[src/rtl/us_pkg.sv]
package us_pkg;

    localparam int BLK_BYTES = 16;
    localparam int BLK_BITS  = BLK_BYTES * 8;
    localparam int BLK_SHIFT = $clog2(BLK_BYTES);

    typedef logic [BLK_BITS-1:0] blk_t;

    typedef enum logic [3:0] {
        ST_AUTH_HEAD,
        ST_AUTH_BODY,
        ST_EE_HEAD,
        ST_EE_BODY,
        ST_FL_HEAD,
        ST_FL_BODY,
        ST_RUN,
        ST_WIPE,
        ST_LOCK
    } state_e;

    // Per-block decision of the sequencer
    typedef struct packed {
        logic   mark_load;
        logic   ee_do;
        logic   fl_do;
        state_e nxt;
    } step_t;

    function automatic logic in_auth(state_e s);
        return (s == ST_AUTH_HEAD) || (s == ST_AUTH_BODY);
    endfunction

    function automatic logic is_head(state_e s);
        return (s == ST_AUTH_HEAD) || (s == ST_EE_HEAD) || (s == ST_FL_HEAD);
    endfunction

    // Body state that follows a head state
    function automatic state_e body_of(state_e s);
        case (s)
            ST_AUTH_HEAD: return ST_AUTH_BODY;
            ST_EE_HEAD:   return ST_EE_BODY;
            default:      return ST_FL_BODY;
        endcase
    endfunction

    // State entered when a body state sees its marker again
    function automatic state_e after_match(state_e s);
        case (s)
            ST_AUTH_BODY: return ST_EE_HEAD;
            ST_EE_BODY:   return ST_FL_HEAD;
            default:      return ST_RUN;
        endcase
    endfunction

endpackage

[src/rtl/us_marker.sv]
// Holds the first block of a sequence and compares incoming blocks with it.
module us_marker
    import us_pkg::*;
(
    input  logic clk,
    input  logic rst,
    input  logic load,
    input  blk_t blk,
    output logic hit
);

    blk_t                 mark_q;
    logic [BLK_BYTES-1:0] byte_eq;

    always_ff @(posedge clk) begin
        if (rst) begin
            mark_q <= '0;
        end else if (load) begin
            mark_q <= blk;
        end
    end

    // One comparator per byte lane, reduced into a single hit
    generate
        for (genvar g = 0; g < BLK_BYTES; g++) begin : g_lane
            assign byte_eq[g] = (mark_q[g*8 +: 8] == blk[g*8 +: 8]);
        end
    endgenerate

    assign hit = &byte_eq;

endmodule

[src/rtl/us_flash_track.sv]
// Flash block address counter with page-boundary detection.
module us_flash_track
    import us_pkg::*;
#(
    parameter int FL_AW      = 13,
    parameter int PAGE_BYTES = 32
) (
    input  logic             clk,
    input  logic             rst,
    input  logic             step,
    output logic [FL_AW-1:0] addr,
    output logic             page_end
);

    localparam int PG_LSB = $clog2(PAGE_BYTES);
    localparam int IDX_W  = FL_AW - BLK_SHIFT;

    logic [IDX_W-1:0] idx_q;

    always_ff @(posedge clk) begin
        if (rst) begin
            idx_q <= '0;
        end else if (step) begin
            idx_q <= idx_q + 1'b1;
        end
    end

    assign addr = {idx_q, {BLK_SHIFT{1'b0}}};

    generate
        if (PG_LSB == BLK_SHIFT) begin : g_one_blk_page
            assign page_end = 1'b1;
        end else begin : g_multi_blk_page
            assign page_end = &idx_q[PG_LSB-BLK_SHIFT-1:0];
        end
    endgenerate

endmodule

[src/rtl/us_fsm.sv]
// Session sequencer: sequence order, command pulses, timeout policy.
module us_fsm
    import us_pkg::*;
#(
    parameter int EE_AW      = 10,
    parameter int FL_AW      = 13,
    parameter int PAGE_BYTES = 32
) (
    input  logic             clk,
    input  logic             rst,
    input  logic             blk_valid,
    input  blk_t             blk,
    input  logic             timeout,
    input  logic             hit,
    input  logic [FL_AW-1:0] fl_addr_in,
    input  logic             page_end,
    output state_e           st,
    output logic             mark_load,
    output logic             fl_step,
    output logic             ee_we,
    output logic [EE_AW-1:0] ee_addr,
    output blk_t             wr_data,
    output logic             fl_erase,
    output logic             fl_fill,
    output logic [FL_AW-1:0] fl_addr,
    output logic             fl_page_wr,
    output logic [FL_AW-1:0] fl_page_addr,
    output logic             fl_wipe,
    output logic             app_go,
    output logic             locked
);

    localparam logic [EE_AW-1:0] EE_STEP = EE_AW'(BLK_BYTES);
    localparam logic [FL_AW-1:0] PG_MASK = FL_AW'(PAGE_BYTES - 1);

    state_e           st_q;
    step_t            dec;
    logic             touched_q;
    logic [EE_AW-1:0] ee_ptr_q;
    logic             pend_q;
    logic [FL_AW-1:0] pend_addr_q;

    logic             ee_we_q, fl_fill_q, fl_erase_q, fl_page_q;
    logic [EE_AW-1:0] ee_addr_q;
    logic [FL_AW-1:0] fl_addr_q, fl_page_addr_q;
    blk_t             wr_data_q;

    // Next-state and per-block decision
    always_comb begin
        dec           = '0;
        dec.nxt       = st_q;
        unique case (st_q)
            ST_AUTH_HEAD, ST_EE_HEAD, ST_FL_HEAD: begin
                if (timeout) begin
                    dec.nxt = in_auth(st_q) ? ST_RUN : ST_LOCK;
                end else if (blk_valid) begin
                    dec.mark_load = 1'b1;
                    dec.nxt       = body_of(st_q);
                end
            end
            ST_AUTH_BODY, ST_EE_BODY, ST_FL_BODY: begin
                if (timeout) begin
                    if (in_auth(st_q)) begin
                        dec.nxt = ST_RUN;
                    end else if (touched_q) begin
                        dec.nxt = ST_WIPE;
                    end else begin
                        dec.nxt = ST_LOCK;
                    end
                end else if (blk_valid) begin
                    if (hit) begin
                        dec.nxt = after_match(st_q);
                    end else if (st_q == ST_EE_BODY) begin
                        dec.ee_do = 1'b1;
                    end else if (st_q == ST_FL_BODY) begin
                        dec.fl_do = 1'b1;
                    end
                end
            end
            ST_WIPE: dec.nxt = ST_LOCK;
            default: dec.nxt = st_q;
        endcase
    end

    always_ff @(posedge clk) begin
        if (rst) begin
            st_q           <= ST_AUTH_HEAD;
            touched_q      <= 1'b0;
            ee_ptr_q       <= '0;
            pend_q         <= 1'b0;
            pend_addr_q    <= '0;
            ee_we_q        <= 1'b0;
            fl_fill_q      <= 1'b0;
            fl_erase_q     <= 1'b0;
            fl_page_q      <= 1'b0;
            ee_addr_q      <= '0;
            fl_addr_q      <= '0;
            fl_page_addr_q <= '0;
            wr_data_q      <= '0;
        end else begin
            st_q       <= dec.nxt;
            ee_we_q    <= dec.ee_do;
            fl_fill_q  <= dec.fl_do;
            fl_erase_q <= dec.fl_do & ~touched_q;
            if (dec.fl_do) begin
                touched_q   <= 1'b1;
                fl_addr_q   <= fl_addr_in;
                pend_addr_q <= fl_addr_in & ~PG_MASK;
            end
            if (dec.ee_do) begin
                ee_addr_q <= ee_ptr_q;
                ee_ptr_q  <= ee_ptr_q + EE_STEP;
            end
            if (dec.ee_do || dec.fl_do) begin
                wr_data_q <= blk;
            end
            // Page write trails the completing fill by one cycle, so it
            // always lands after the erase; a timeout cancels it.
            pend_q         <= dec.fl_do & page_end;
            fl_page_q      <= pend_q & ~timeout;
            fl_page_addr_q <= pend_addr_q;
        end
    end

    assign st           = st_q;
    assign mark_load    = dec.mark_load;
    assign fl_step      = dec.fl_do;
    assign ee_we        = ee_we_q;
    assign ee_addr      = ee_addr_q;
    assign wr_data      = wr_data_q;
    assign fl_erase     = fl_erase_q;
    assign fl_fill      = fl_fill_q;
    assign fl_addr      = fl_addr_q;
    assign fl_page_wr   = fl_page_q;
    assign fl_page_addr = fl_page_addr_q;
    assign fl_wipe      = (st_q == ST_WIPE);
    assign app_go       = (st_q == ST_RUN);
    assign locked       = (st_q == ST_LOCK);

endmodule

[src/rtl/us_session_ctrl.sv]
// Top: three-sequence update session controller.
module us_session_ctrl
    import us_pkg::*;
#(
    parameter int EE_AW      = 10,
    parameter int FL_AW      = 13,
    parameter int PAGE_BYTES = 32
) (
    input  logic                clk,
    input  logic                rst,
    input  logic                blk_valid,
    input  logic [BLK_BITS-1:0] blk_data,
    input  logic                timeout,
    output logic                ee_we,
    output logic [EE_AW-1:0]    ee_addr,
    output logic [BLK_BITS-1:0] wr_data,
    output logic                fl_erase,
    output logic                fl_fill,
    output logic [FL_AW-1:0]    fl_addr,
    output logic                fl_page_wr,
    output logic [FL_AW-1:0]    fl_page_addr,
    output logic                fl_wipe,
    output logic                app_go,
    output logic                locked
);

    state_e           st;
    logic             mark_load;
    logic             hit;
    logic             fl_step;
    logic [FL_AW-1:0] fl_cur;
    logic             page_end;

    us_marker u_marker (
        .clk  (clk),
        .rst  (rst),
        .load (mark_load),
        .blk  (blk_data),
        .hit  (hit)
    );

    us_flash_track #(
        .FL_AW      (FL_AW),
        .PAGE_BYTES (PAGE_BYTES)
    ) u_track (
        .clk      (clk),
        .rst      (rst),
        .step     (fl_step),
        .addr     (fl_cur),
        .page_end (page_end)
    );

    us_fsm #(
        .EE_AW      (EE_AW),
        .FL_AW      (FL_AW),
        .PAGE_BYTES (PAGE_BYTES)
    ) u_fsm (
        .clk          (clk),
        .rst          (rst),
        .blk_valid    (blk_valid),
        .blk          (blk_data),
        .timeout      (timeout),
        .hit          (hit),
        .fl_addr_in   (fl_cur),
        .page_end     (page_end),
        .st           (st),
        .mark_load    (mark_load),
        .fl_step      (fl_step),
        .ee_we        (ee_we),
        .ee_addr      (ee_addr),
        .wr_data      (wr_data),
        .fl_erase     (fl_erase),
        .fl_fill      (fl_fill),
        .fl_addr      (fl_addr),
        .fl_page_wr   (fl_page_wr),
        .fl_page_addr (fl_page_addr),
        .fl_wipe      (fl_wipe),
        .app_go       (app_go),
        .locked       (locked)
    );

endmodule

[config.mk]
export PLATFORM = sky130hd
export DESIGN_NAME = us_session_ctrl
export DESIGN_NICKNAME = d
export VERILOG_FILES = /design/src/rtl/us_pkg.sv /design/src/rtl/us_marker.sv /design/src/rtl/us_flash_track.sv /design/src/rtl/us_fsm.sv /design/src/rtl/us_session_ctrl.sv
export SDC_FILE = /design/constraint.sdc
export NUM_CORES = 1
export LEC_CHECK = 0
export BUFFER_PORTS_ARGS = -buffer_cell sky130_fd_sc_hd__buf_2
export CAP_MARGIN = 10
export CORE_MARGIN = 5
export CORE_UTILIZATION = 45
export DETAILED_ROUTE_END_ITERATION = 16
export PLACE_DENSITY = 0.75
export SLEW_MARGIN = 20
export SYNTH_ARGS = -nofsm -noshare
export SYNTH_HDL_FRONTEND = slang
export SYNTH_SLANG_ARGS = --single-unit
export TNS_END_PERCENT = 20
[constraint.sdc]
create_clock -name clk -period 4.8 [get_ports clk]
set_clock_uncertainty 0.15 [all_clocks]
set_input_delay 1.44 -clock clk [delete_from_list [all_inputs] [get_ports clk]]
set_output_delay 1.44 -clock clk [all_outputs]
set_load 0.01 [all_outputs]
# Yosys cells after proc, flatten, opt, wreduce, memory -nomap -nowiden
# Cells that the tools add are included.
[totals]
word_cells = 77
register_bits = 320
input_bits = 132
out_inout_bits = 171
[op_classes]
n_addsub = 2
muxes = 20
reduce_logical = 8
bitwise = 5
eq_ne = 27
[ops]
columns = ["op", "n"]
rows = [
  ["equality test 8 bit", 16],
  ["2-to-1 mux 4 bit", 7],
  ["equality test 4 x 3 -> 1 bit (second input constant)", 4],
  ["AND reduction 16 bit", 1],
  ["one-hot mux 3 bit (2 select lines)", 2],
  ["one-hot mux 4 bit (3 select lines)", 1],
  ["adder 10 x 5 -> 10 bit (second input constant)", 1],
  ["adder 9 x 1 -> 9 bit (second input constant)", 1],
  ["inequality test 3 bit (second input constant)", 3],
  ["equality test 4 x 2 -> 1 bit (second input constant)", 2],
  ["2-to-1 mux 1 bit", 6],
  ["2-to-1 mux 2 bit", 3],
  ["2-to-1 mux 6 bit", 1],
  ["OR reduction 3 bit", 2],
  ["equality test 4 x 1 -> 1 bit (second input constant)", 1],
  ["equality test 4 bit (second input constant)", 1],
  ["logical NOT 4 bit", 1],
  ["AND reduction 4 bit", 1],
  ["bitwise AND 1 bit", 3],
  ["nonzero test 3 bit", 1],
  ["logical OR 1 bit", 2],
  ["inverter 1 bit", 2],
]

# Longest topological paths before layout
# Gate-level depths: netlist of the first run.
[depth]
word_depth = 8
ltp_mapped = 10
mapped_depth_nobuf = 7

# Modules after synthesis
# A second synthesis of the first run with hierarchy kept.
[unflattened]
cells_unflattened = 1372
area_unflattened_um2 = 12451.9
[modules_own_cells]
columns = ["mod", "cells_each", "area_each_um2", "seq_area_each_um2", "instances"]
rows = [
  ["us_fsm", 741, 6148.4, 3423.3, 1],
  ["us_marker", 583, 5874.4, 2562.5, 1],
  ["us_flash_track", 48, 429.2, 180.2, 1],
]

# Worst setup path before layout of the first run
# OpenSTA, ideal clock, no wires.
[synth_path]
kind = "in2reg"
startpoint = "input port blk_data[19]"
endpoint = "register u_fsm.wr_data_q[100], in the netlist u_fsm.wr_data[100]"
setup_ns = 0.128
n_path_buf = 2
stages = 9
slack_ns = 1.498
required_ns = 4.522
t_arrival_ns = 3.025
path_cell_list = "xnor2_1 -> nand4_1 -> nor4_2 -> nand4_2 -> o211ai_2 -> buf_12 -> buf_12 -> mux2i_1 -> nor2_1"
[synth_via]
elab_chain_cells = 7
[synth_rtl]
columns = ["element", "line", "text"]
rows = [
  ["start: declaration", "us_session_ctrl.sv:12", "input logic [BLK_BITS-1:0] blk_data,"],
  ["equality test 8 bit", "us_marker.sv:26", "assign byte_eq[g] = (mark_q[g*8 +: 8] == blk[g*8 +: 8]);"],
  ["AND reduction 16 bit", "us_marker.sv:30", "assign hit = &byte_eq;"],
  ["2-to-1 mux 2 bit", "us_fsm.sv:71", "if (hit) begin"],
  ["2-to-1 mux 6 bit", "us_fsm.sv:70", "end else if (blk_valid) begin"],
  ["2-to-1 mux 2 bit", "us_fsm.sv:62", "if (timeout) begin"],
  ["2-to-1 mux 2 bit", "us_fsm.sv:52", "unique case (st_q)"],
  ["logical OR 1 bit", "us_fsm.sv:114", "if (dec.ee_do || dec.fl_do) begin"],
  ["end signal: assignment", "us_fsm.sv:115", "wr_data_q <= blk;"],
  ["end: declaration", "us_fsm.sv:46", "blk_t wr_data_q;"],
]
# No other way between the ends. The select of a mux whose other input is x is not followed.
# A chain may end at the register's enable or synchronous reset.

# Worst setup path after layout of the first run
[layout_path]
startpoint = "input port blk_data[85]"
endpoint = "register u_fsm.wr_data_q[69], in the netlist u_fsm.wr_data[69]"
# The elaborated chain is that of the path after synthesis.

==> results, run 1 <==
- By area the synthesized netlist is led by sky130_fd_sc_hd__dfxtp_1 48%, sky130_fd_sc_hd__mux2i_1 11%, sky130_fd_sc_hd__xnor2_1 9.1%, sky130_fd_sc_hd__nand2_1 7.9%, sky130_fd_sc_hd__a21oi_1 5.4%.
- In this run the post-CTS setup repair buffer count came out at 0.
- For this run, the leading register cell type out of synthesis is sky130_fd_sc_hd__dfxtp_1.
- At the worst endpoint, the arrival time is 4.01 ns.
- In the post-synthesis netlist, the cell with the most instances is sky130_fd_sc_hd__dfxtp_1.
- Counting the buffers created by CTS gives 34.
- At the end of routability-driven placement, the weighted congestion stood at 0.784.
- The clock network power share is 41.0%.
- The reported leakage power is 0.00703 uW.
- The switching power is 1610 uW.
- In this run the core area contains 61 standard-cell rows.
- In the synthesized netlist, the cells that appear most often are 304 x sky130_fd_sc_hd__dfxtp_1, 266 x sky130_fd_sc_hd__nand2_1, 164 x sky130_fd_sc_hd__nor2_1, 143 x sky130_fd_sc_hd__mux2i_1, 137 x sky130_fd_sc_hd__a21oi_1.
- Counting flops with an async set or reset pin after synthesis yields a share of 0%.
- The max-capacitance violation count is 0.
- The number of hold-slack violations in the final timing report came to 0.
- After technology mapping, the gate count stands at 1375.
- The actual transition at the worst max-transition pin is 0.949 ns.
- In the global route stage, overall resource usage came out at 20.6%.
- Timing would allow up to 265 MHz.
- For this run, design rule violations remaining after detail routing come to 0.
- The maximum buffer depth of the clock tree is 3.
- The via count of the first global-routing pass came to 9856.
- Clock-pin slew was measured on the worst setup and hold paths at 0.06 ns.
- In this run the clock root is driven by a sky130_fd_sc_hd__clkbuf_16.
- For the worst-skew pair, the clock arrives at the later sink with an insertion delay of 0.51 ns.
- The share of synthesized area spent on multiplexers is 11.9%.
- Of the total power, the share spent switching nets is 26.4%.
- The number of port buffers is 289.
- Summed over all nets, wire length on met3 after detailed routing comes to 2.40 mm.
- In this run, the number of DRC markers left after iteration 0 of detailed routing was 633.
- Setup repair after global routing left no endpoint under its margin.
- For this run, the number of Yosys warnings is 0.
- The detail route stage leaves a number of antenna-violating nets equal to 0.
- The run finished with clean final reports.
- The total overflow left after global routing is 0.
- Summing every instance area after synthesis gives 0.0126 sq mm.
- The top layer used by detailed routing is met5.
- The routed length per instance is 16.8 um.
- The synthesized netlist devotes 18.0% of its cell area to simple gates.
- The final standard cell utilization of the core is 54.7%.
- The first global-routing pass estimated 51.8 mm of wire.
- The number of antenna violations at the first check in global routing came to 1.
- The floorplan step defined a die boundary enclosing 0.0315 sq mm.
- The per-instance average area after synthesis is 9.17 sq um.
- The final routed wirelength across all metal layers is 34.0 mm.
- The number of storage elements in the synthesis netlist is 304.
- In this run the worst hold path is classified as register to register.
- The layout-stage area growth over the synthesis result is 20.3%.
- The worst pin sits at a relative slew slack of 36.7%.
- The core area is 0.0277 sq mm.
- The classification of the worst setup path is primary input to register.
- Summing the areas of all compound-gate instances in the mapped netlist gives 6.90% of the synthesized area.
- The final net count is 1760.
- The final total power is 6110 uW.
- The largest total area in the synthesized netlist belongs to sky130_fd_sc_hd__dfxtp_1.
- The fraction of the mapped netlist area in adder cells is 0.199%.
- Cells with a size suffix above 1 make up 22.6% of the layout.
- The endpoint class of the critical path is a register.
- The length of routed met2 wiring is 16.3 mm.
- The number of top-level pins is 303.
- Setup violations remaining at the end of the flow were counted as 0.
- The required time reported for the critical path endpoint is 5.03 ns.
- The number of clock sinks seen by CTS is 304.
- The worst setup path is launched from a primary input.
- The fraction of synthesized cell area taken by the top area cell type is 48.3%.
- The average vias per placed instance is 5.02.
- The horizontal die dimension is 177 um.
- Once the floorplan was initialized, standard cells occupied 45.5% of the core.
- The sum of net half-perimeters after detailed placement is 24.8 mm.
- The y dimension of the die is 177 um.
- The maximum number of pins on one net before global-route repair is 129.
- The setup TNS after final layout is 0 ns.
- The internal portion of the total power is 4500 uW.
- For this run, the register share of the synthesized area comes to 48.3%.
- The dominant combinational cell family by area after synthesis is simple AND/OR/NAND/NOR gates.
- Of all nets on the critical path, the largest fanout is 47.
- The count of flip-flops with a built-in enable after synthesis is 0.
- The power density of the placed cells is 403 mW/mm^2.
- In this run the number of H-tree levels came out at 2.
- The final count of pins violating max slew came to 0.
- The total iterations of the first detailed-routing run is 5.
- The wire length on met1 is 14.4 mm.
- The number of buffers added to fix hold violations after cts is 0.
- The repair_antennas step left the layout with diodes totalling 0.
- The portion of the clock cycle consumed by the worst path in the final layout is 78.7%.
- The total number of vias is 10200.
- TritonCTS built the clock tree.
- The minimum clock period after layout is 3.78 ns.
- After clock tree synthesis, the repair step resized 0 gates.
- The xor-xnor portion of the synthesized cell area is 9.24%.
- The share of total power dissipated in sequential elements is 45.4%.
- In this run, distinct cell masters in the synthesized netlist total 50.
- The worst IR drop on VDD is 265 uV.
- Of the total power, combinational logic draws 13.6%.
-- routing by layer --
| metal | GRT usage (%) | vias to the layer above |
|---|---|---|
| met5 | 0 | - |
| met4 | 6.16 | 2 |
| met3 | 4.60 | 57 |
| met2 | 35.1 | 306 |
| met1 | 26.3 | 4779 |
| li1 | - | 5025 |
-- cell families after synthesis --
| kind of cell | count (synthesis) |
|---|---|
| simple gates | 521 |
| other cells | 1 |
| buf+inv | 103 |
| mux | 149 |
| fa+ha+maj | 2 |
| compound gates | 162 |
| flops | 304 |
| xor+xnor | 133 |
-- final cells by class --
class | instances | area (sq um)
Fill cell | 2499 | 12500
Sequential cell | 304 | 6090
Multi-Input combinational cell | 980 | 5900
Timing Repair Buffer | 300 | 1600
Clock buffer | 50 | 972
Tap cell | 378 | 473
Clock inverter | 9 | 101
Inverter | 6 | 22.5
-- final timing paths --
path / cells past startpoint / from / slack, ns / to
worst max-delay path: 9 / blk_data[85] / 1.02 / u_fsm.wr_data[69]
worst min-delay path: 2 / u_marker.mark_q[72] / 0.32 / u_marker.mark_q[72]
worst min register to register: 2 / u_marker.mark_q[72] / 0.32 / u_marker.mark_q[72]
worst max register to register: 8 / u_marker.mark_q[85] / 1.75 / u_fsm.wr_data[69]
-- cells in the final DEF, fill, tap and decap left out, types with 11 or more instances in the layout --
cell type,netlist,final
sky130_fd_sc_hd__dfxtp_1,304,304
sky130_fd_sc_hd__buf_2,1,288
sky130_fd_sc_hd__nand2_1,266,266
sky130_fd_sc_hd__nor2_1,164,164
sky130_fd_sc_hd__mux2i_1,143,143
sky130_fd_sc_hd__a21oi_1,137,136
sky130_fd_sc_hd__xnor2_1,131,131
sky130_fd_sc_hd__clkbuf_16,0,35
sky130_fd_sc_hd__nand4_1,33,33
sky130_fd_sc_hd__nor2b_1,15,15
sky130_fd_sc_hd__conb_1,1,13
sky130_fd_sc_hd__clkbuf_1,62,11
-- critical path, stage by stage --
cell                       delay [ns]
sky130_fd_sc_hd__buf_2           0.13
sky130_fd_sc_hd__xnor2_1         0.33
sky130_fd_sc_hd__nand4_1         0.16
sky130_fd_sc_hd__nor4_2          0.55
sky130_fd_sc_hd__nand4_2         0.29
sky130_fd_sc_hd__o211ai_4        0.40
sky130_fd_sc_hd__buf_12          0.34
sky130_fd_sc_hd__mux2i_1         0.26
sky130_fd_sc_hd__nor2_1          0.06
-- power groups by stage --
stage	logic [uW]	registers, uW	clock network [uW]
final	829	2780	2510
after global routing	919	2790	2660
after CTS	836	2770	2560
after detailed placement	832	2830	0
after global placement	814	2820	0
after floorplan	590	2800	0
-- through the flow --
step	hold WS, ns	worst slack [ns]	cell area, sq um	instances
6_report	0.315	1.02	15200	2027
5_1_grt	0.333	0.820	15200	2027
4_1_cts	0.316	1.07	15200	2027
3_5_place_dp	0.302	0.535	14100	1968
3_3_place_gp	0.304	0.610	14100	1968
2_1_floorplan	0.289	1.50	12700	1387
-- flip-flops by register name, summed over array words and instances, names as in the netlist, 4 cells and up --
signal              flops
u_fsm.ee_ptr_q          6
u_fsm.wr_data         128
u_fsm.ee_addr           6
u_fsm.fl_page_addr      8
u_fsm.pend_addr_q       8
u_track.idx_q           9
u_marker.mark_q       128
u_fsm.st                4
Power figures use the tool's default switching activity.
==> run 2: changes to the inputs <==
- clock period: 4.8 -> 3.6 ns (I/O delays scaled with it)
==> run 2 against run 1 <==
- clock power is 41% higher
- power is 37% higher
- critical path type unchanged
- sequential power is 33% higher
- sequential share of layout area is 0.77 points lower
- highest routed layer unchanged
- critical path depth stayed put
- setup slack worse by 0.58 ns
==> results, run 2 (synthesized netlist as in run 1, its figures left out) <==
- The maximum frequency from static timing analysis is 316 MHz.
- The library cell used most frequently in the layout, excluding fill and tap cells, is sky130_fd_sc_hd__dfxtp_1.
- The number of hold-slack violations in the final timing report came to 0 (unchanged).
- The count of unresolved DRC violations after routing is 0 (unchanged).
- In the finished design, the share of the clock period the worst path needs comes to 87.8%.
- The number of clock sinks seen by CTS is 304 (unchanged).
- The worst reg2reg path endpoint is u_fsm.wr_data[106].
- The slowest stage cell on the critical path is sky130_fd_sc_hd__xnor2_1.
- The y dimension of the die is 177 um (unchanged).
- The sum of buffers and inverters on the critical path is 2 (unchanged).
- The horizontal die dimension is 177 um (unchanged).
- Setup repair after global routing left no endpoint under its margin.
- The count of standard-cell rows is 61 (unchanged).
- The antenna diode count is 0 (unchanged).
- The critical path goes through buf_2 > xnor2_1 > nand4_1 > nor4_4 > nand4_2 > o211ai_4 > buf_12 > mux2i_1 > nor2_1.
- The maximum number of pins on one net before global-route repair is 130 (+0.78%).
- The top cell types in the final layout, fill and taps aside, are 304 x sky130_fd_sc_hd__dfxtp_1, 288 x sky130_fd_sc_hd__buf_2, 266 x sky130_fd_sc_hd__nand2_1.
- The max-capacitance violation count is 0 (unchanged).
- The worst IR drop on VDD is 388 uV (+47%).
- The clock tree from TritonCTS is done.
- The worst hold path terminates at u_marker.mark_q[114].
- The minimum clock period after layout is 3.16 ns.
- The first-pass GRT wire length is 52.5 mm (+1.3%).
- The clock-pin slew on the worst setup and hold paths is 0.06 ns (about the same).
- The number of antenna violations at the first check in global routing is 1 (unchanged).
- The final total power is 8380 uW (+37%).
- The clock latency at the later pin of the worst-skew pair is 0.50 ns (about the same).
- The via count of the first global-routing pass is 9775 (-0.82%).
- The biggest cell delay along the critical path is 0.43 ns (-0.12 ns).
- In this design, the largest share of critical-path delay is due to simple AND/OR/NAND/NOR gates.
- The top fanout value on the critical path is 49 (+4.3%).
- The sum of net half-perimeters after detailed placement came to 25.0 mm (+0.72%).
- Relative to the synthesized area, the layout overhead comes to 22.6%.
- The path class of the lowest-slack min-delay path is register to register.
- The reported leakage power was 0.00720 uW (+2.3%).
- The run finished with clean final reports.
- The share of layout cells above drive strength 1 came to 24.0% (+1.4 points).
- The final routed wirelength across all metal layers is 34.5 mm (+1.5%).
- The final count of pins violating max slew was 0 (unchanged).
- The critical path in this run is classified as primary input to register.
- The total number of vias came to 10200 (+0.37%).
- In this run the critical register-to-register path is launched from u_marker.mark_q[99].
- The starting utilization of the core area is 45.5% (unchanged).
- The number of H-tree levels is 2 (unchanged).
- The logic depth of the worst register-to-register path was 8 (unchanged).
- STA classifies the critical path endpoint as a register.
- The number of buffers added to fix hold violations after cts is 0 (unchanged).
- The total iterations of the first detailed-routing run is 5 (unchanged).
- The die footprint is 0.0315 sq mm (unchanged).
- The worst max-slew margin expressed relative to the limit is 51.3% (+15 points).
- The final net count is 1779 (+1.1%).
- The routed length per instance was 16.8 um (+0.54%).
- The setup fix buffers added after clock tree synthesis is 0 (unchanged).
- The setup slack of the worst register-to-register path is 0.82 ns (-0.93 ns).
- The core area is 0.0277 sq mm (unchanged).
- The power density of the placed cells is 542 mW/mm^2 (+34%).
- The flip-flop and latch area was 0.00609 sq mm (unchanged).
- The number of top-level pins came to 303 (unchanged).
- The setup slack at placement is -0.00986 ns (-0.545 ns).
- The startpoint kind of the worst setup timing path is a primary input.
- The worst path arrival time is 3.36 ns (-0.65 ns).
- The worst hold slack across all endpoints is 0.315 ns (+0.000213 ns).
- The layout filler cell count came to 2419 (-3.2%).
- The routability-driven placement congestion ratio is 0.795 (+1.4%).
- The footprint of the multi-input gates is 0.00590 sq mm (-0.13%).
- The average vias per placed instance came to 4.99 (-0.61%).
- The number of port buffers is 289 (unchanged).
- The required time reported for the critical path endpoint came to 3.80 ns (-1.23 ns).
- The remaining antenna violation count was 0 (unchanged).
- The number of buffers inserted during clock tree synthesis is 34 (unchanged).
- The number of DRC violations after detailed-routing iteration 0 is 585 (-7.6%).
- The maximum buffer depth of the clock tree is 3 (unchanged).
- The global routing usage summed across all routing layers came to 21.0% (+0.33 points).
- The hold-critical path depth is 2 (unchanged).
- The actual transition at the worst max-transition pin is 0.730 ns (-0.219 ns).
- The final setup slack of the worst path is 0.440 ns (-0.583 ns).
- The number of setup violations in the final report came to 0 (unchanged).
- The number of gates given a new drive strength after cts is 0 (unchanged).
- The final standard cell utilization of the core came to 55.8% (+1.1 points).
- The startpoint of the most critical hold path is u_marker.mark_q[114].
- In this run the clock root is driven by a sky130_fd_sc_hd__clkbuf_16.
- The overall overflow remaining after global route came to 0 (unchanged).
[run 2: changes by cell type in the layout (fill, tap and decap cells not counted), sizes merged]
cell / change
buf: +19
clkinvlp: +2
bufinv: +1
clkinv: +2
clkbuf: -4
[run 2: worst reg2reg max path, delay by kind of cell (launching register included)]
kind / cells / cell delay, ns
AOI/OAI and AO/OA: 1 / 0.31
DFF: 1 / 0.32
xor gates and xnor gates: 1 / 0.45
muxes: 1 / 0.30
buffers and inverters: 1 / 0.35
and+or+nand+nor: 4 / 0.78
[run 2: worst max-delay path by stage]
stage                               endpoint  depth (start not counted)     startpoint
after floorplan           u_fsm.wr_data[100]                          9   blk_data[19]
after global placement    u_fsm.wr_data[105]                          9   blk_data[95]
after detailed placement   u_fsm.wr_data[84]                         10   blk_data[95]
after CTS                  u_fsm.wr_data[38]                          9  blk_data[127]
after global routing       u_fsm.wr_data[38]                          9   blk_data[99]
final                     u_fsm.wr_data[106]                          9   blk_data[99]
[run 2: stage by stage]
stage / area (sq um) / TNS (ns) / instances
2_1_floorplan: 12700 / 0 / 1387
3_3_place_gp: 14300 / 0 / 1987
3_5_place_dp: 14300 / -0.0151 / 1987
4_1_cts: 15500 / 0 / 2047
5_1_grt: 15500 / 0 / 2047
6_report: 15500 / 0 / 2047
[run 2: routing by layer]
metal	global-route usage, %	wire length [um]	up-vias
met5	0	7	-
met4	5.80	760	2
met3	4.54	2330	48
met2	35.6	16600	306
met1	27.1	14800	4771
li1	-	-	5080
[run 2: area by class of cell]
cell class,count,area share [%]
Clock buffer,46,6.45
Clock inverter,14,1.06
Inverter,6,0.146
Multi-Input combinational cell,980,38.1
Sequential cell,304,39.4
Tap cell,378,3.06
Timing Repair Buffer,319,11.8
[run 2: power breakdown]
group	total, uW	switching (uW)	internal, uW
Sequential	3700	156	3550
Clock	3540	1370	2160
Combinational	1140	684	458
==> run 3: changes to the inputs <==
- CELL_PAD_IN_SITES_DETAIL_PLACEMENT: unset -> 2
- CELL_PAD_IN_SITES_GLOBAL_PLACEMENT: unset -> 2
- CORE_UTILIZATION: 45 -> 32
- CTS_BUF_LIST: unset -> sky130_fd_sc_hd__clkbuf_16
- PLACE_DENSITY: 0.75 -> 0.85
==> run 3 against run 2 <==
- via count rose by 5.1%
- wire length rose by 31%
- first-iteration DRC count fell by 45%
- non-clock buffer count rose by 12
- power rose by 5.9%
- die area rose by 38%
- setup slack got worse by 0.080 ns
- critical path type unchanged
- critical endpoint is now u_fsm.wr_data[124]
- highest routed layer unchanged
==> results, run 3 (synthesized netlist as in run 1, its figures left out) <==
- The flow ran to the end, and the final reports show no timing, DRC or antenna violations.
- The number of clock sinks seen by CTS came to 304 (unchanged).
- The classification of the worst setup path is primary input to register.
- The setup slack at placement is -0.154 ns (-0.145 ns).
- The horizontal die dimension came to 208 um (+18%).
- The endpoint class of the critical path is a register.
- The maximum buffer depth of the clock tree is 3 (unchanged).
- The cell area after layout is 0.0159 sq mm (+2.9%).
- The routed length per instance is 20.5 um (+22%).
- The path class of the lowest-slack min-delay path is register to register.
- The worst path arrival time came to 3.50 ns (+0.14 ns).
- The final count of pins violating max slew is 0 (unchanged).
- The number of setup violations in the final report was 0 (unchanged).
- The setup fix buffers added after clock tree synthesis came to 0 (unchanged).
- The worst reg2reg path endpoint is u_fsm.wr_data[124].
- The y dimension of the die is 208 um (+18%).
- The number of buffers added to fix hold violations after cts is 0 (unchanged).
- The maximum frequency from static timing analysis is 309 MHz (-2.5%).
- The final setup slack of the worst path was 0.361 ns (-0.0798 ns).
- The number of H-tree levels is 2 (unchanged).
- The actual transition at the worst max-transition pin is 0.628 ns (-0.103 ns).
- The remaining antenna violation count is 0 (unchanged).
- The maximum number of pins on one net before global-route repair is 129 (-0.77%).
- The number of antenna violations at the first check in global routing is 6 (+5).
- The final total power was 8880 uW (+5.9%).
- The count of standard-cell rows was 72 (+18%).
- The max-capacitance violation count is 0 (unchanged).
- The average vias per placed instance is 4.86 (-2.5%).
- The setup slack of the worst register-to-register path was 0.71 ns (-0.11 ns).
- The number of top-level pins is 303 (unchanged).
- The final net count is 1794 (+0.84%).
- The share of layout cells above drive strength 1 is 24.4% (+0.44 points).
- The count of unresolved DRC violations after routing was 0 (unchanged).
- The required time reported for the critical path endpoint is 3.86 ns (+0.06 ns).
- The first-pass GRT wire length is 69.1 mm (+32%).
- The number of hold-slack violations in the final timing report came to 0 (unchanged).
- The overall overflow remaining after global route came to 0 (unchanged).
- The routability-driven placement congestion ratio is 0.789 (-0.75%).
- The minimum clock period after layout is 3.24 ns (+0.0798 ns).
- The worst IR drop on VDD was 249 uV (-36%).
- The worst max-slew margin expressed relative to the limit is 58.2% (+6.8 points).
- The layout-stage area growth over the synthesis result is 26.1%.
- The total instance count after detailed placement was 2139 (+7.6%).
- Leaving out fill and tap cells, the most frequent cells in the layout are 304 x sky130_fd_sc_hd__dfxtp_1, 288 x sky130_fd_sc_hd__buf_2, 266 x sky130_fd_sc_hd__nand2_1.
- The starting utilization of the core area came to 32.5% (-13 points).
- The power density of the placed cells is 558 mW/mm^2 (+3.0%).
- The global routing usage summed across all routing layers is 20.1% (-0.92 points).
- In this run the critical register-to-register path is launched from u_marker.mark_q[98].
- TritonCTS built the clock tree.
- The total number of vias is 10700 (+5.1%).
- The number of port buffers is 289 (unchanged).
- The total iterations of the first detailed-routing run is 5 (unchanged).
- The top fanout value on the critical path was 16 (-67%).
- The logic depth of the worst register-to-register path came to 9 (+1).
- The hold-critical path depth is 1 (-1).
- The startpoint identified for the worst hold timing path is u_fsm.pend_q.
- Setup repair after global routing left no endpoint under its margin.
- The final cell count without fillers came to 2207 (+7.8%).
- The clock-pin slew on the worst setup and hold paths came to 0.05 ns (about the same).
- The sum of net half-perimeters after detailed placement is 32.8 mm (+31%).
- The library cell used most frequently in the layout, excluding fill and tap cells, is sky130_fd_sc_hd__dfxtp_1.
- The placed standard-cell area is 0.0146 sq mm (+2.2%).
- STA classifies the critical path startpoint as a primary input.
- The tree is rooted in a sky130_fd_sc_hd__clkbuf_16.
- The final routed wirelength across all metal layers is 45.3 mm (+31%).
- The number of gates given a new drive strength after cts is 0 (unchanged).
- The setup TNS after final layout is 0 ns (unchanged).
- The number of buffers inserted during clock tree synthesis is 37 (+8.8%).
- The clock latency at the later pin of the worst-skew pair is 0.54 ns (+0.04 ns).
- The core area is 0.0388 sq mm (+40%).
- The number of DRC violations after detailed-routing iteration 0 is 319 (-45%).
- For hold timing, the worst endpoint is u_fsm.fl_page_wr.
- The die footprint is 0.0435 sq mm (+38%).
- The via count of the first global-routing pass is 11900 (+21%).
- The reported leakage power came to 0.00737 uW (+2.4%).
- The portion of the clock cycle consumed by the worst path in the final layout is 90.0% (+2.2 points).
run 3: cell count changes in the layout (fill, tap and decap cells not counted), sizes merged:
cell	delta
buf	+12
bufinv	+4
clkbuf	-7
clkinv	+6
clkinvlp	-3
diode	+1
inv	+7
run 3: metal layers:
layer	part of all wire, %	track usage [%]	vias up
met1	42	24.0	5334
li1	-	-	5095
met3	5.4	4.62	60
met5	0.12	0	-
met2	51	36.3	226
met4	1.8	5.01	10
run 3: critical path: stages:
cell and delay [ns]:
sky130_fd_sc_hd__buf_2 0.13, sky130_fd_sc_hd__xnor2_1 0.35, sky130_fd_sc_hd__nand4_1 0.23, sky130_fd_sc_hd__nor4_2 0.50, sky130_fd_sc_hd__nand4_2 0.21, sky130_fd_sc_hd__o211ai_4 0.23, sky130_fd_sc_hd__buf_4 0.23, sky130_fd_sc_hd__buf_12 0.19
sky130_fd_sc_hd__mux2i_1 0.25, sky130_fd_sc_hd__nor2_1 0.08
run 3: worst max-delay path by stage:
stage / startpoint / to / slack [ns] / cells after the start
after detailed placement: blk_data[98] / u_fsm.wr_data[124] / -0.15 / 10
final: blk_data[98] / u_fsm.wr_data[124] / 0.36 / 10
after floorplan: blk_data[19] / u_fsm.wr_data[100] / 0.66 / 9
after global routing: blk_data[98] / u_fsm.wr_data[124] / 0.33 / 10
after global placement: blk_data[98] / u_fsm.wr_data[41] / -0.05 / 10
after CTS: blk_data[98] / u_fsm.wr_data[124] / 0.38 / 10
run 3: power by group:
group | internal, uW | total (uW) | switching [uW]
sequential | 3550 | 3720 | 169
combinational | 470 | 1210 | 738
clock | 2460 | 3950 | 1490
total | 6480 | 8880 | 2400
run 3: area by class of cell:
| class | count | area (sq um) |
|---|---|---|
| Fill cell | 4258 | 22900 |
| Timing Repair Buffer | 331 | 1960 |
| Tap cell | 518 | 648 |
| Inverter | 6 | 22.5 |
| Sequential cell | 304 | 6090 |
| Multi-Input combinational cell | 980 | 5900 |
| Clock inverter | 28 | 310 |
| Clock buffer | 39 | 976 |
| Antenna cell | 1 | 2.50 |
run 3: metrics by stage:
step	hold WS, ns	util [%]
5_1_grt	0.339	40.9
2_1_floorplan	0.289	-
4_1_cts	0.316	40.9
3_5_place_dp	0.301	37.6
6_report	0.313	41.0
3_3_place_gp	0.304	37.6
